<file path="config.mk">
export PLATFORM = sky130hd
export DESIGN_NAME = tx_pad_crc
export DESIGN_NICKNAME = d
export VERILOG_FILES = /design/src/rtl/tx_pad_pkg.sv /design/src/rtl/tx_byte_cnt.sv /design/src/rtl/tx_crc_acc.sv /design/src/rtl/tx_pad_crc.sv
export SDC_FILE = /design/constraint.sdc
export NUM_CORES = 1
export LEC_CHECK = 0
export ABC_CLOCK_PERIOD_IN_PS = 2800
export BUFFER_PORTS_ARGS = -buffer_cell sky130_fd_sc_hd__buf_2
export CORE_MARGIN = 3
export CORE_UTILIZATION = 25
export CTS_CLUSTER_DIAMETER = 60
export DETAILED_ROUTE_END_ITERATION = 10
export GPL_TIMING_DRIVEN = 0
export PLACE_DENSITY_LB_ADDON = 0.12
export SLEW_MARGIN = 20
export SYNTH_ARGS = -nofsm -noshare
export SYNTH_HDL_FRONTEND = slang
export SYNTH_SLANG_ARGS = --single-unit
</file>
<file path="constraint.sdc">
create_clock -name clk_i -period 2.8 [get_ports clk_i]
set_clock_uncertainty 0.05 [all_clocks]
set_input_delay 0.7 -clock clk_i [delete_from_list [all_inputs] [get_ports clk_i]]
set_output_delay 0.7 -clock clk_i [all_outputs]
set_load 0.03 [all_outputs]
</file>
<file path="src/rtl/tx_pad_pkg.sv">
package tx_pad_pkg;
  typedef enum logic [1:0] {S_DATA, S_PAD, S_FCS} tx_state_e;

  localparam logic [31:0] CRC_INIT = 32'hFFFF_FFFF;
  localparam logic [31:0] CRC_POLY = 32'hEDB8_8320;

  function automatic logic [31:0] crc32_byte(input logic [31:0] c, input logic [7:0] d);
    logic [31:0] r;
    r = c ^ {24'h0, d};
    for (int i = 0; i < 8; i++) r = r[0] ? ((r >> 1) ^ CRC_POLY) : (r >> 1);
    return r;
  endfunction
endpackage

</file>
<file path="src/rtl/tx_byte_cnt.sv">
module tx_byte_cnt #(
  parameter int MAX = 60,
  localparam int W = $clog2(MAX + 1)
) (
  input  logic         clk_i,
  input  logic         rst_ni,
  input  logic         clr_i,
  input  logic         inc_i,
  output logic [W-1:0] cnt_o
);
  logic [W-1:0] cnt_q;

  always_ff @(posedge clk_i or negedge rst_ni) begin
    if (!rst_ni)                        cnt_q <= '0;
    else if (clr_i)                     cnt_q <= '0;
    else if (inc_i && cnt_q != W'(MAX)) cnt_q <= cnt_q + W'(1);
  end

  assign cnt_o = cnt_q;

  a_r3_cnt_bound: assert property (@(posedge clk_i) disable iff (!rst_ni)
    cnt_q <= W'(MAX));
endmodule

</file>
<file path="src/rtl/tx_crc_acc.sv">
module tx_crc_acc
  import tx_pad_pkg::*;
(
  input  logic        clk_i,
  input  logic        rst_ni,
  input  logic        clr_i,
  input  logic        upd_i,
  input  logic [7:0]  byte_i,
  output logic [31:0] crc_o
);
  logic [31:0] crc_q;

  always_ff @(posedge clk_i or negedge rst_ni) begin
    if (!rst_ni)     crc_q <= CRC_INIT;
    else if (clr_i)  crc_q <= CRC_INIT;
    else if (upd_i)  crc_q <= crc32_byte(crc_q, byte_i);
  end

  assign crc_o = crc_q;

  a_r2_fresh_start: assert property (@(posedge clk_i) disable iff (!rst_ni)
    clr_i |=> crc_q == CRC_INIT);
endmodule

</file>
<file path="src/rtl/tx_pad_crc.sv">
module tx_pad_crc
  import tx_pad_pkg::*;
#(
  parameter int MIN_FRAME = 64
) (
  input  logic       clk_i,
  input  logic       rst_ni,
  input  logic       pad_en_i,
  input  logic       crc_en_i,
  input  logic [7:0] in_data_i,
  input  logic       in_valid_i,
  input  logic       in_sop_i,
  input  logic       in_eop_i,
  output logic       in_ready_o,
  output logic [7:0] out_data_o,
  output logic       out_valid_o,
  output logic       out_sop_o,
  output logic       out_eop_o,
  input  logic       out_ready_i
);
  localparam int FCS_BYTES = 4;
  localparam int MIN_DATA  = MIN_FRAME - FCS_BYTES;
  localparam int CNT_W     = $clog2(MIN_DATA + 1);
  localparam int IDX_W     = $clog2(FCS_BYTES);

  tx_state_e   state_q, state_d;
  logic        in_frame_q, pad_q, crc_q;
  logic        eff_pad, eff_crc, append;
  logic        data_hs, pad_hs, fcs_hs, out_hs, last_hs;
  logic [CNT_W-1:0] data_cnt;
  logic [IDX_W-1:0] fcs_idx;
  logic [31:0] crc_val, fcs;
  logic        short_now;

  // mode is frozen at the first byte of a frame
  assign eff_pad = in_frame_q ? pad_q : pad_en_i;
  assign eff_crc = in_frame_q ? crc_q : crc_en_i;
  assign append  = eff_pad | eff_crc;

  assign fcs       = ~crc_val;
  assign short_now = (int'(data_cnt) + 1) < MIN_DATA;

  always_comb begin
    in_ready_o  = 1'b0;
    out_valid_o = 1'b1;
    out_data_o  = 8'h00;
    out_sop_o   = 1'b0;
    out_eop_o   = 1'b0;
    unique case (state_q)
      S_DATA: begin
        in_ready_o  = out_ready_i;
        out_valid_o = in_valid_i;
        out_data_o  = in_data_i;
        out_sop_o   = in_sop_i;
        out_eop_o   = in_eop_i & ~append;
      end
      S_PAD: ;
      S_FCS: begin
        out_data_o = fcs[8*fcs_idx +: 8];
        out_eop_o  = (fcs_idx == IDX_W'(FCS_BYTES - 1));
      end
      default: out_valid_o = 1'b0;
    endcase
  end

  assign out_hs  = out_valid_o & out_ready_i;
  assign data_hs = out_hs & (state_q == S_DATA);
  assign pad_hs  = out_hs & (state_q == S_PAD);
  assign fcs_hs  = out_hs & (state_q == S_FCS);
  assign last_hs = out_hs & out_eop_o;

  always_comb begin
    state_d = state_q;
    unique case (state_q)
      S_DATA: if (data_hs && in_eop_i && append)
                state_d = (eff_pad && short_now) ? S_PAD : S_FCS;
      S_PAD:  if (pad_hs && !short_now) state_d = S_FCS;
      S_FCS:  if (last_hs) state_d = S_DATA;
      default: state_d = S_DATA;
    endcase
  end

  always_ff @(posedge clk_i or negedge rst_ni) begin
    if (!rst_ni) begin
      state_q    <= S_DATA;
      in_frame_q <= 1'b0;
      pad_q      <= 1'b0;
      crc_q      <= 1'b0;
    end else begin
      state_q <= state_d;
      if (data_hs && !in_frame_q) begin
        pad_q <= pad_en_i;
        crc_q <= crc_en_i;
      end
      if (last_hs)      in_frame_q <= 1'b0;
      else if (data_hs) in_frame_q <= 1'b1;
    end
  end

  tx_byte_cnt #(.MAX(MIN_DATA)) u_data_cnt (
    .clk_i (clk_i), .rst_ni(rst_ni), .clr_i(last_hs),
    .inc_i (data_hs | pad_hs), .cnt_o(data_cnt)
  );

  tx_byte_cnt #(.MAX(FCS_BYTES - 1)) u_fcs_idx (
    .clk_i (clk_i), .rst_ni(rst_ni), .clr_i(last_hs),
    .inc_i (fcs_hs), .cnt_o(fcs_idx)
  );

  tx_crc_acc u_crc (
    .clk_i (clk_i), .rst_ni(rst_ni), .clr_i(last_hs),
    .upd_i (data_hs | pad_hs), .byte_i(out_data_o), .crc_o(crc_val)
  );

  a_r6_no_accept_in_trailer: assert property (@(posedge clk_i) disable iff (!rst_ni)
    (state_q != S_DATA) |-> !in_ready_o);
  a_r3_pad_reaches_min: assert property (@(posedge clk_i) disable iff (!rst_ni)
    (state_q == S_FCS && pad_q) |-> (int'(data_cnt) == MIN_DATA));
  a_r8_trailer_hold: assert property (@(posedge clk_i) disable iff (!rst_ni)
    (state_q != S_DATA && !out_ready_i) |=> (out_valid_o && $stable(out_data_o)));
  a_r7_eop_closes_frame: assert property (@(posedge clk_i) disable iff (!rst_ni)
    (state_q == S_FCS && last_hs) |=> (state_q == S_DATA && !in_frame_q));
  a_r1_bypass_no_trailer: assert property (@(posedge clk_i) disable iff (!rst_ni)
    (in_frame_q && !pad_q && !crc_q) |-> state_q == S_DATA);
endmodule

</file>
Yosys cells after proc, flatten, opt, wreduce, memory -nomap -nowiden
Index checks and enable logic that the tools add are counted.
{ "word_totals": {"reg_bits": 45} }
{ "classes": {"add_sub_neg": 3, "bitwise": 19, "magnitude_cmp": 1, "mux": 28, "n_eq_ne": 8, "shift": 1, "reduce_logical": 16} }
{ "ops": {"columns": ["op", "n"], "rows": [
  ["two-way mux 32 bit", 10],
  ["NOT 13 -> 14 bit", 8],
  ["NOT 32 bit", 1],
  ["variable part select 32 x 6 -> 8 bit", 1],
  ["bitwise XOR 32 x 8 -> 32 bit", 1],
  ["one-hot mux 8 bit (2 select lines)", 1],
  ["two-way mux 2 bit", 6],
  ["two-way mux 6 bit", 2],
  ["nonzero test 2 bit", 4],
  ["adder 6 x 1 -> 7 bit (second input constant)", 1],
  ["logical AND 1 bit", 7],
  ["less-than comparator 7 x 6 -> 1 bit (second input constant)", 1],
  ["adder 6 x 1 -> 6 bit (second input constant)", 1],
  ["bitwise AND 1 bit", 6],
  ["two-way mux 1 bit", 6],
  ["inequality test 6 bit (second input constant)", 1],
  ["one-hot mux 2 bit (3 select lines)", 1],
  ["== test 2 bit (second input constant)", 2],
  ["inequality test 2 x 1 -> 1 bit (second input constant)", 2],
  ["inequality test 2 bit (second input constant)", 2],
  ["one-hot mux 1 bit (2 select lines)", 2],
  ["AND reduction 3 bit", 1],
  ["adder 2 x 1 -> 2 bit (second input constant)", 1],
  ["== test 2 x 1 -> 1 bit (second input constant)", 1],
  ["5 further kinds", 7]
]} }

Depth between registers and ports, before layout
Gate-level depths: netlist of the first run.
{ "logic_depth": {"ltp_word": 22, "ltp_mapped": 11, "ltp_nobuf": 10} }

Modules after synthesis
Synthesis of the first run repeated with hierarchy kept, for this count alone.
{ "unflattened": {"cells_unflattened": 321, "hier_area_um2": 3278.1} }
{ "by_module_without_submodules": {"columns": ["module", "area_per_inst_um2", "cells_each", "seq_area_each_um2", "instances"], "rows": [
  ["tx_crc_acc", 2078.2, 192, 840.8, 1],
  ["tx_pad_crc", 690.7, 75, 125.1, 1],
  ["tx_byte_cnt (u_data_cnt)", 385.4, 44, 150.1, 1],
  ["tx_byte_cnt (u_fcs_idx)", 123.9, 10, 50.0, 1]
]} }

Least setup slack after synthesis of the first run
Ideal clock, no wire load.
{ "synth_path": {"path_kind": "reg-to-reg", "from": "reg u_fcs_idx.cnt_q[0], in the netlist u_fcs_idx.cnt_o[0]", "to": "reg u_crc.crc_q[19], in the netlist u_crc.crc_o[19]", "arrival_ps": 2537, "setup_ps": 73, "stages_incl_launch_ff": 9, "slack_ps": 140, "n_path_buf": 1, "period_less_slack_ps": 2660, "cell_sequence": "dfrtp_1 > buf_2 > mux4_2 > o21ai_2 > xor2_2 > xnor2_1 > xnor2_1 > xor2_1 > a21oi_1"} }
{ "synth_rtl": {"columns": ["element", "line", "source"], "rows": [
  ["from (decl)", "tx_byte_cnt.sv:11", "logic [W-1:0] cnt_q;"],
  ["from (signal assigned)", "tx_byte_cnt.sv:16", "else if (inc_i && cnt_q != W'(MAX)) cnt_q <= cnt_q + W'(1);"],
  ["variable part select 32 x 6 -> 8 bit *", "tx_pad_crc.sv:59", "out_data_o = fcs[8*fcs_idx +: 8];"],
  ["one-hot mux 8 bit (2 select lines) *", "tx_pad_crc.sv:49", "unique case (state_q)"],
  ["named net out_data_o[2]", "tx_pad_crc.sv:15", "output logic [7:0] out_data_o,"],
  ["bitwise XOR 32 x 8 -> 32 bit *", "tx_pad_pkg.sv:9", "r = c ^ {24'h0, d};"],
  ["two-way mux 32 bit * (3 in series)", "tx_pad_pkg.sv:10", "for (int i = 0; i < 8; i++) r = r[0] ? ((r >> 1) ^ CRC_POLY) : (r >> 1);"],
  ["NOT 13 -> 14 bit (no source line)", null, null],
  ["two-way mux 32 bit * (2 in series)", "tx_pad_pkg.sv:10", null],
  ["NOT 13 -> 14 bit (no source line)", null, null],
  ["two-way mux 32 bit *", "tx_pad_pkg.sv:10", null],
  ["NOT 13 -> 14 bit (no source line)", null, null],
  ["two-way mux 32 bit *", "tx_pad_pkg.sv:10", null],
  ["NOT 13 -> 14 bit (no source line)", null, null],
  ["two-way mux 32 bit *", "tx_pad_pkg.sv:10", null],
  ["two-way mux 32 bit *", "tx_crc_acc.sv:16", "else if (upd_i) crc_q <= crc32_byte(crc_q, byte_i);"],
  ["two-way mux 32 bit *", "tx_crc_acc.sv:15", "else if (clr_i) crc_q <= CRC_INIT;"],
  ["to (signal assigned)", "tx_crc_acc.sv:16", null],
  ["to (decl)", "tx_crc_acc.sv:11", "logic [31:0] crc_q;"]
]} }
Mark *: on every way through the listed nets, which the timed path passes. The rest lies on a longest branch. The select of a mux whose other input is x is not followed.
A chain may end at the register's enable or synchronous reset.

Worst setup path in the final report of the first run
{ "layout_path": {"from": "reg u_fcs_idx.cnt_q[1], in the netlist u_fcs_idx.cnt_o[1]", "to": "out out_data_o[0]"} }
{ "layout_via": {"elab_chain_len": 2} }
{ "layout_lines": {"columns": ["element", "line"], "rows": [
  ["variable part select 32 x 6 -> 8 bit", "tx_pad_crc.sv:59"],
  ["one-hot mux 8 bit (2 select lines)", "tx_pad_crc.sv:49"],
  ["to (decl)", "tx_pad_crc.sv:15"]
]} }
No other way between the ends.

==> results_tabular.tex, run 1 <==
\begin{tabular}{lr}
\hline
Metric & Value \\
\hline
\multicolumn{2}{l}{\textbf{Run status}} \\
\quad Outcome & completed \\
\multicolumn{2}{l}{\textbf{Placement}} \\
\quad IO buf count & 27 \\
\quad Final RePlAce weighted congestion & $\sim$0.76 \\
\quad Placed Cells & roughly 560 \\
\quad DP Wirelength & 7200 um \\
\quad Area post-placement & 3680 um2 \\
\multicolumn{2}{l}{\textbf{Route}} \\
\quad Remaining design rule violation count & 0 \\
\quad Detailed-route wire length per cell & between 15 and 20 um \\
\quad Total Wirelength & around 10000 um \\
\quad Vias post-DR & between 2000 and 3000 \\
\quad DRT Pass-1 Iters & 4 \\
\quad Mean number of vias per cell & $\sim$4.7 \\
\quad Detailed Route Iter0 Violations & around 140 \\
\quad Antenna-violating nets left & 0 \\
\multicolumn{2}{l}{\textbf{Synth}} \\
\quad Post-Syn Nets & $\sim$380 \\
\quad Prevailing post-synth register cell & dfstp\_2 \\
\quad Cell type contributing the most total cell area after synthesis & dfstp\_2 \\
\quad Number of distinct library cells after synthesis & between 50 and 60 \\
\quad Leading cell types by count after synthesis & 48 x nor2\_1, 44 x xnor2\_1, 35 x nand2\_1 \\
\quad Fraction of post-synthesis cell area in the top cell type by area & between 20\% and 30\% \\
\quad Post-synthesis area per instance & 9.27 um2 \\
\quad Count of warnings emitted by yosys & 0 \\
\quad Leading cell types by total area after synthesis & dfstp\_2 25\%, xnor2\_1 12\%, dfrtp\_1 9.8\%, nor2\_1 5.4\%, a21oi\_1 5.1\% \\
\quad Fraction of registers with async set or reset after synthesis & 100\% \\
\quad Post-Synthesis Cell Area & about 3300 um2 \\
\quad Number of cells produced by synthesis & between 300 and 400 \\
\quad Number of enable flip-flop cells after synthesis & 0 \\
\quad Sequential fraction of the synthesis area & a little over a third \\
\quad Most numerous cell in the Yosys netlist & nor2\_1 \\
\quad Seq cells post-synth & 45 \\
\multicolumn{2}{l}{\textbf{Global route}} \\
\quad Number of antenna violations at the first check in global routing & 0 \\
\quad Vias in the first global route & approximately 2800 \\
\quad Global-route usage over all layers & 14.6\% \\
\quad Largest net degree at the start of global routing & between 40 and 50 \\
\quad Leftover overflow at the end of global routing & 0 \\
\quad Wire length of the first global-routing pass & between 15000 and 20000 um \\
\multicolumn{2}{l}{\textbf{Timing}} \\
\quad Setup repair after global routing missed its margin & false \\
\quad Transition time at the pin with the least slew margin & 0.650 ns \\
\quad Post-route worst hold slack & 0.398 ns \\
\quad Final slew viol count & 0 \\
\quad Final Hold Viols & 0 \\
\quad Tmin final & $\sim$2.7 ns \\
\quad Maximum clock frequency & roughly 380 MHz \\
\quad Headroom to the max-slew limit & around 57\% \\
\quad Setup-failing EPs final & 0 \\
\quad Crit share post-route & between 90\% and 100\% \\
\multicolumn{2}{l}{\textbf{Clock tree}} \\
\quad Clock-pin slew on the worst setup and hold paths & 0.06 ns \\
\quad CTS Buffer Depth & 2 \\
\quad Clk sinks & 45 \\
\quad CTS HTree Levels & 2 \\
\quad TritonCTS buffer count & 5 \\
\quad Cell chosen for the clock root & clkbuf\_16 \\
\quad Clock latency on the worst-skew pair & $\sim$0.30 ns \\
\quad TritonCTS clock tree & done \\
\multicolumn{2}{l}{\textbf{Final layout}} \\
\quad Area grow syn2layout & 27.8\% \\
\quad Nets@finish & around 430 \\
\quad Number of diodes & 0 \\
\quad Number of cells in the finished layout apart from fillers & slightly below 600 \\
\quad Share of post-route cells with drive strength above 1 & between 30\% and 40\% \\
\quad Cell area after layout & $\sim$4300 um2 \\
\multicolumn{2}{l}{\textbf{Setup path}} \\
\quad Length in cells of the worst reg-to-reg path & 11 \\
\quad Crit path max fanout & 10 \\
\quad Critical path required time & roughly 2.1 ns \\
\quad Launching element type of the critical path & flip-flop \\
\quad Crit. End Element & primary output \\
\quad Endpoint arrival time on the critical path & 1.92 ns \\
\quad Startpoint-to-endpoint class of the critical path & reg2out \\
\multicolumn{2}{l}{\textbf{Floorplanning}} \\
\quad Initial standard-cell utilization of the core & about 26\% \\
\quad Standard cell core area & $\sim$13000 um2 \\
\quad Die boundary height & 121 um \\
\quad Number of rows in the core area & 41 \\
\quad Horizontal die dimension & roughly 120 um \\
\quad Floorplan die area & $\sim$15000 um2 \\
\quad Io pins & 28 \\
\multicolumn{2}{l}{\textbf{Run}} \\
\quad Maximum Capacitance Violations & 0 \\
\multicolumn{2}{l}{\textbf{Min path}} \\
\quad Worst hold path class & in2async \\
\hline
\end{tabular}
## cells by family (layout without fill, tap and decap cells)
logic type      after synthesis  count (layout)  share of synthesized area, %
compound gates               84              84                          18.3
flops                        45              45                          35.1
mux                          20              20                          6.66
fa+ha+maj                     7               7                          2.63
buf+inv                      21              72                          2.59
simple gates                115             115                          15.0
xor+xnor                     67              67                          19.7
## state kept, by name (all words and copies together) (netlist names)
name              flops
pad_q                 1
in_frame_q            1
u_fcs_idx.cnt_o       2
u_data_cnt.cnt_o      6
crc_q                 1
state_q               2
u_crc.crc_o          32
## area by class of cell
type	instances	area, um2
tap	172	215
fill	1386	8570
inverter	8	30.0
buffer	13	92.6
clock buffer	7	143
multi-input combinational	293	2310
sequential	45	1170
timing repair buffer	44	290
## layout by cell type (no fill, tap or decap), types with 3 or more instances in the layout
cell type   n
dfrtp_1    12
o22a_1      6
xor2_1     15
xnor2_1    37
clkbuf_16   5
mux2_2      3
dfstp_2    32
a21oi_1    33
o211ai_1    3
ha_1        5
nor3_1      3
buf_4      18
xor2_4      5
nand3_1    11
and2_1      5
xnor2_2     5
nor2b_1     4
inv_1       6
nand2b_1    4
clkbuf_4    3
o21ai_0    10
o21ai_1     3
nand2_1    34
clkbuf_2    5
xnor2_4     4
mux2i_1    15
nor2_1     46
buf_2      27
## stage by stage
step           utilization, %  setup WS [ns]  TNS, ns
2_1_floorplan               -          0.140        0
3_3_place_gp             28.7          -1.11   -37.87
3_5_place_dp             28.7          -1.14   -39.47
4_1_cts                  31.6        0.00381        0
5_1_grt                  33.1        0.00437        0
6_report                 33.1          0.134        0
## path summary, 6_finish.rpt
kind | from | slack [ns] | to
setup / recovery | u_fcs_idx.cnt_o[1] | 0.13 | out_data_o[0]
hold / removal | rst_ni | 0.40 | u_data_cnt.cnt_o[1]
setup reg to reg | state_q[0] | 0.18 | u_crc.crc_o[7]
hold reg to reg | u_crc.crc_o[15] | 0.47 | u_crc.crc_o[15]
max in group asynchronous | rst_ni | 1.85 | u_fcs_idx.cnt_o[1]
min in group clk_i | u_crc.crc_o[15] | 0.47 | u_crc.crc_o[15]
## critical path, cell delays in order, from the launching register on
cell and delay [ns]:
dfrtp_2 0.48, buf_4 0.24, mux2_2 0.37, o21ai_2 0.20, a21o_1 0.12, buf_2 0.20
## per-layer routing
| layer | track usage [%] | routed length (um) |
|---|---|---|
| met5 | 0 | 0 |
| met1 | 21.3 | 5050 |
| met2 | 21.7 | 4590 |
| met4 | 4.41 | 181 |
| met3 | 2.89 | 381 |
## repair_timing
item / CTS / global route
hold buffers: 0 / 0
setup buffers: 11 / 6
setup endpoints to repair: 56 / 36
pin swaps: 6 / 5
resized for setup: 29 / 26
Power of run 1 is left out: the tool's default activity adds up to more than one toggle a clock period on the data nets, which glitch-free logic cannot reach.
==> inputs of run 2 (changes only) <==
--- a/config.mk
+++ b/config.mk
@@ -5,13 +5,12 @@
 export SDC_FILE = /design/constraint.sdc
 export NUM_CORES = 1
 export LEC_CHECK = 0
-export ABC_CLOCK_PERIOD_IN_PS = 2800
+export ABC_CLOCK_PERIOD_IN_PS = 3000
 export BUFFER_PORTS_ARGS = -buffer_cell sky130_fd_sc_hd__buf_2
 export CORE_MARGIN = 3
 export CORE_UTILIZATION = 25
 export CTS_CLUSTER_DIAMETER = 60
 export DETAILED_ROUTE_END_ITERATION = 10
-export GPL_TIMING_DRIVEN = 0
 export PLACE_DENSITY_LB_ADDON = 0.12
 export SLEW_MARGIN = 20
 export SYNTH_ARGS = -nofsm -noshare
==> constraint.sdc (replaced) <==
create_clock -name clk_i -period 3 [get_ports clk_i]
set_clock_uncertainty 0.05 [all_clocks]
set_input_delay 0.75 -clock clk_i [delete_from_list [all_inputs] [get_ports clk_i]]
set_output_delay 0.75 -clock clk_i [all_outputs]
set_load 0.03 [all_outputs]
==> results_tabular.tex, run 2 (synthesized netlist as in run 1, its figures left out) <==
\begin{tabular}{lr}
\hline
Metric & Value \\
\hline
\multicolumn{2}{l}{\textbf{Run status}} \\
\quad Outcome & completed \\
\multicolumn{2}{l}{\textbf{Placement}} \\
\quad Placed Cells & $\sim$570 \\
\quad IO buf count & 27 \\
\quad Area post-placement & about 3800 um2 \\
\quad Final RePlAce weighted congestion & 0.822 \\
\quad DP Wirelength & roughly 7000 um \\
\multicolumn{2}{l}{\textbf{Final layout}} \\
\quad Number of diodes & 0 \\
\quad Area grow syn2layout & 19.8\% \\
\quad Leading cell type in the layout, fill and taps excluded & nor2\_1 \\
\quad Cell area after layout & around 4000 um2 \\
\quad Flip-flop count of the largest register after layout & 32 \\
\quad Nets@finish & around 430 \\
\quad Number of cells in the finished layout apart from fillers & roughly 580 \\
\quad FILL cells & between 1000 and 1500 \\
\quad Share of post-route cells with drive strength above 1 & 27.4\% \\
\quad Leading cell types in the layout, fill and taps excluded & 48 x nor2\_1, 43 x xnor2\_1, 35 x nand2\_1 \\
\multicolumn{2}{l}{\textbf{Global route}} \\
\quad Global routing's busiest layer & met2 \\
\quad Met3 layer usage reported by global route & 2.52\% \\
\quad Wire length of the first global-routing pass & 15200 um \\
\quad Largest net degree at the start of global routing & 35 \\
\quad Number of antenna violations at the first check in global routing & 0 \\
\quad Global Route met2 Usage & 21.1\% \\
\quad Vias in the first global route & about 2700 \\
\quad Leftover overflow at the end of global routing & 0 \\
\quad Global-route usage over all layers & a little over an eighth \\
\quad Global-route met1 utilization & between 10\% and 20\% \\
\multicolumn{2}{l}{\textbf{Timing}} \\
\quad Crit share post-route & a little over nine tenths \\
\quad Transition time at the pin with the least slew margin & $\sim$0.84 ns \\
\quad Final Hold Viols & 0 \\
\quad Maximum clock frequency & between 300 and 400 MHz \\
\quad Final slew viol count & 0 \\
\quad Setup-failing EPs final & 0 \\
\quad Headroom to the max-slew limit & approximately 44\% \\
\quad Tmin final & about 2.8 ns \\
\multicolumn{2}{l}{\textbf{Setup path}} \\
\quad Startpoint-to-endpoint class of the critical path & reg2reg \\
\quad Launching point of the worst reg2reg path & state\_q[0] \\
\quad Critical R2R Capture & u\_crc.crc\_o[17] \\
\quad Launching element type of the critical path & flip-flop \\
\quad Endpoint arrival time on the critical path & between 2 and 3 ns \\
\quad Critical-path top delay cell & dfrtp\_1 \\
\quad R2r setup slk & approximately 0.19 ns \\
\quad Critical path required time & 3.17 ns \\
\quad Cell seen most often among critical-path stages & buf\_4 \\
\quad Length in cells of the worst reg-to-reg path & 11 \\
\quad Worst-path cell chain & inv\_1, ha\_1, buf\_4, nand3b\_1, buf\_4, o21ai\_0, o22ai\_4, xor2\_1, xnor2\_1, xnor3\_1, a21oi\_1 \\
\quad Start point of the critical path & state\_q[0] \\
\quad Critical Path End & u\_crc.crc\_o[17] \\
\quad Delay of the slowest critical-path stage & 0.40 ns \\
\quad Crit path max fanout & 8 \\
\quad Crit. End Element & flip-flop \\
\multicolumn{2}{l}{\textbf{Clock tree}} \\
\quad Clk sinks & 45 \\
\quad Clock latency on the worst-skew pair & $\sim$0.29 ns \\
\quad TritonCTS clock tree & done \\
\quad Clock-pin slew on the worst setup and hold paths & 0.07 ns \\
\quad CTS Buffer Depth & 2 \\
\quad Cell chosen for the clock root & clkbuf\_16 \\
\quad TritonCTS buffer count & 5 \\
\quad Total of hold buffers inserted after clock tree synthesis & 0 \\
\quad CTS HTree Levels & 2 \\
\multicolumn{2}{l}{\textbf{Route}} \\
\quad Remaining design rule violation count & 0 \\
\quad DRT Pass-1 Iters & 4 \\
\quad Antenna-violating nets left & 0 \\
\quad Detailed Route Iter0 Violations & just over 100 \\
\quad Total Wirelength & 9450 um \\
\quad Detailed-route wire length per cell & about 16 um \\
\quad Vias post-DR & about 2700 \\
\quad Mean number of vias per cell & $\sim$4.6 \\
\multicolumn{2}{l}{\textbf{Floorplanning}} \\
\quad Die boundary height & approximately 120 um \\
\quad Floorplan die area & about 15000 um2 \\
\quad Standard cell core area & around 13000 um2 \\
\quad Horizontal die dimension & around 120 um \\
\quad Number of rows in the core area & 41 \\
\quad Initial standard-cell utilization of the core & between 20\% and 30\% \\
\quad Io pins & 28 \\
\multicolumn{2}{l}{\textbf{Min path}} \\
\quad Hold Path Stages & 1 \\
\quad Worst hold path class & reg2reg \\
\multicolumn{2}{l}{\textbf{Run}} \\
\quad Maximum Capacitance Violations & 0 \\
\hline
\end{tabular}
## run 2: cell count changes in the layout (fill, tap and decap cells not counted), sizes merged
cell / change
buf: +3
clkbuf: -8
## run 2: worst max-delay path: cells and delay by family, from the launching register on
family                   cells  cell delay [ns]
AO/OA/AOI/OAI                3             0.69
XOR/XNOR                     3             0.80
adder cells (fa/ha/maj)      1             0.23
buffers and inverters        3             0.45
flip-flops                   1             0.40
AND/OR/NAND/NOR              1             0.10
## run 2: worst min-delay path by stage
| stage | startpoint | to | slack (ns) |
|---|---|---|---|
| floorplan | rst_ni | crc_q | 0.40 |
| global placement | crc_q | crc_q | 0.44 |
| detailed placement | crc_q | crc_q | 0.45 |
| CTS | crc_q | crc_q | 0.46 |
| global route | u_crc.crc_o[18] | u_crc.crc_o[18] | 0.49 |
| finish | crc_q | crc_q | 0.46 |
## run 2: per-stage QoR
step | hold slack, ns | setup WS (ns) | setup TNS [ns] | utilization (%)
after floorplan | 0.404 | 0.340 | 0 | -
after global placement | 0.445 | 0.141 | 0 | 29.7
after detailed placement | 0.447 | 0.165 | 0 | 29.7
after CTS | 0.463 | 0.133 | 0 | 30.9
after global routing | 0.485 | -0.0202 | -0.0248 | 31.1
final | 0.458 | 0.187 | 0 | 31.1
## run 2: timing repair
| item | in CTS | in global routing |
|---|---|---|
| endpoints found under the setup margin | 0 | 6 |
| setup buffers | 0 | 0 |
| resized for setup | 0 | 3 |
## run 2: area by class of cell
type	instances	area, um2	area share [%]
Sequential cell	45	1170	29.3
Clock buffer	8	146	3.67
Timing Repair Buffer	51	328	8.22
Inverter	8	30.0	0.753
Multi-Input combinational cell	293	2100	52.7
Tap cell	172	215	5.40
## run 2: per-layer routing
metal,wire [um],vias to the layer above
li1,-,1335
met1,4720,1288
met2,4330,36
met3,301,6
met4,104,0
met5,0,-
Power of run 2 is left out for the same reason.
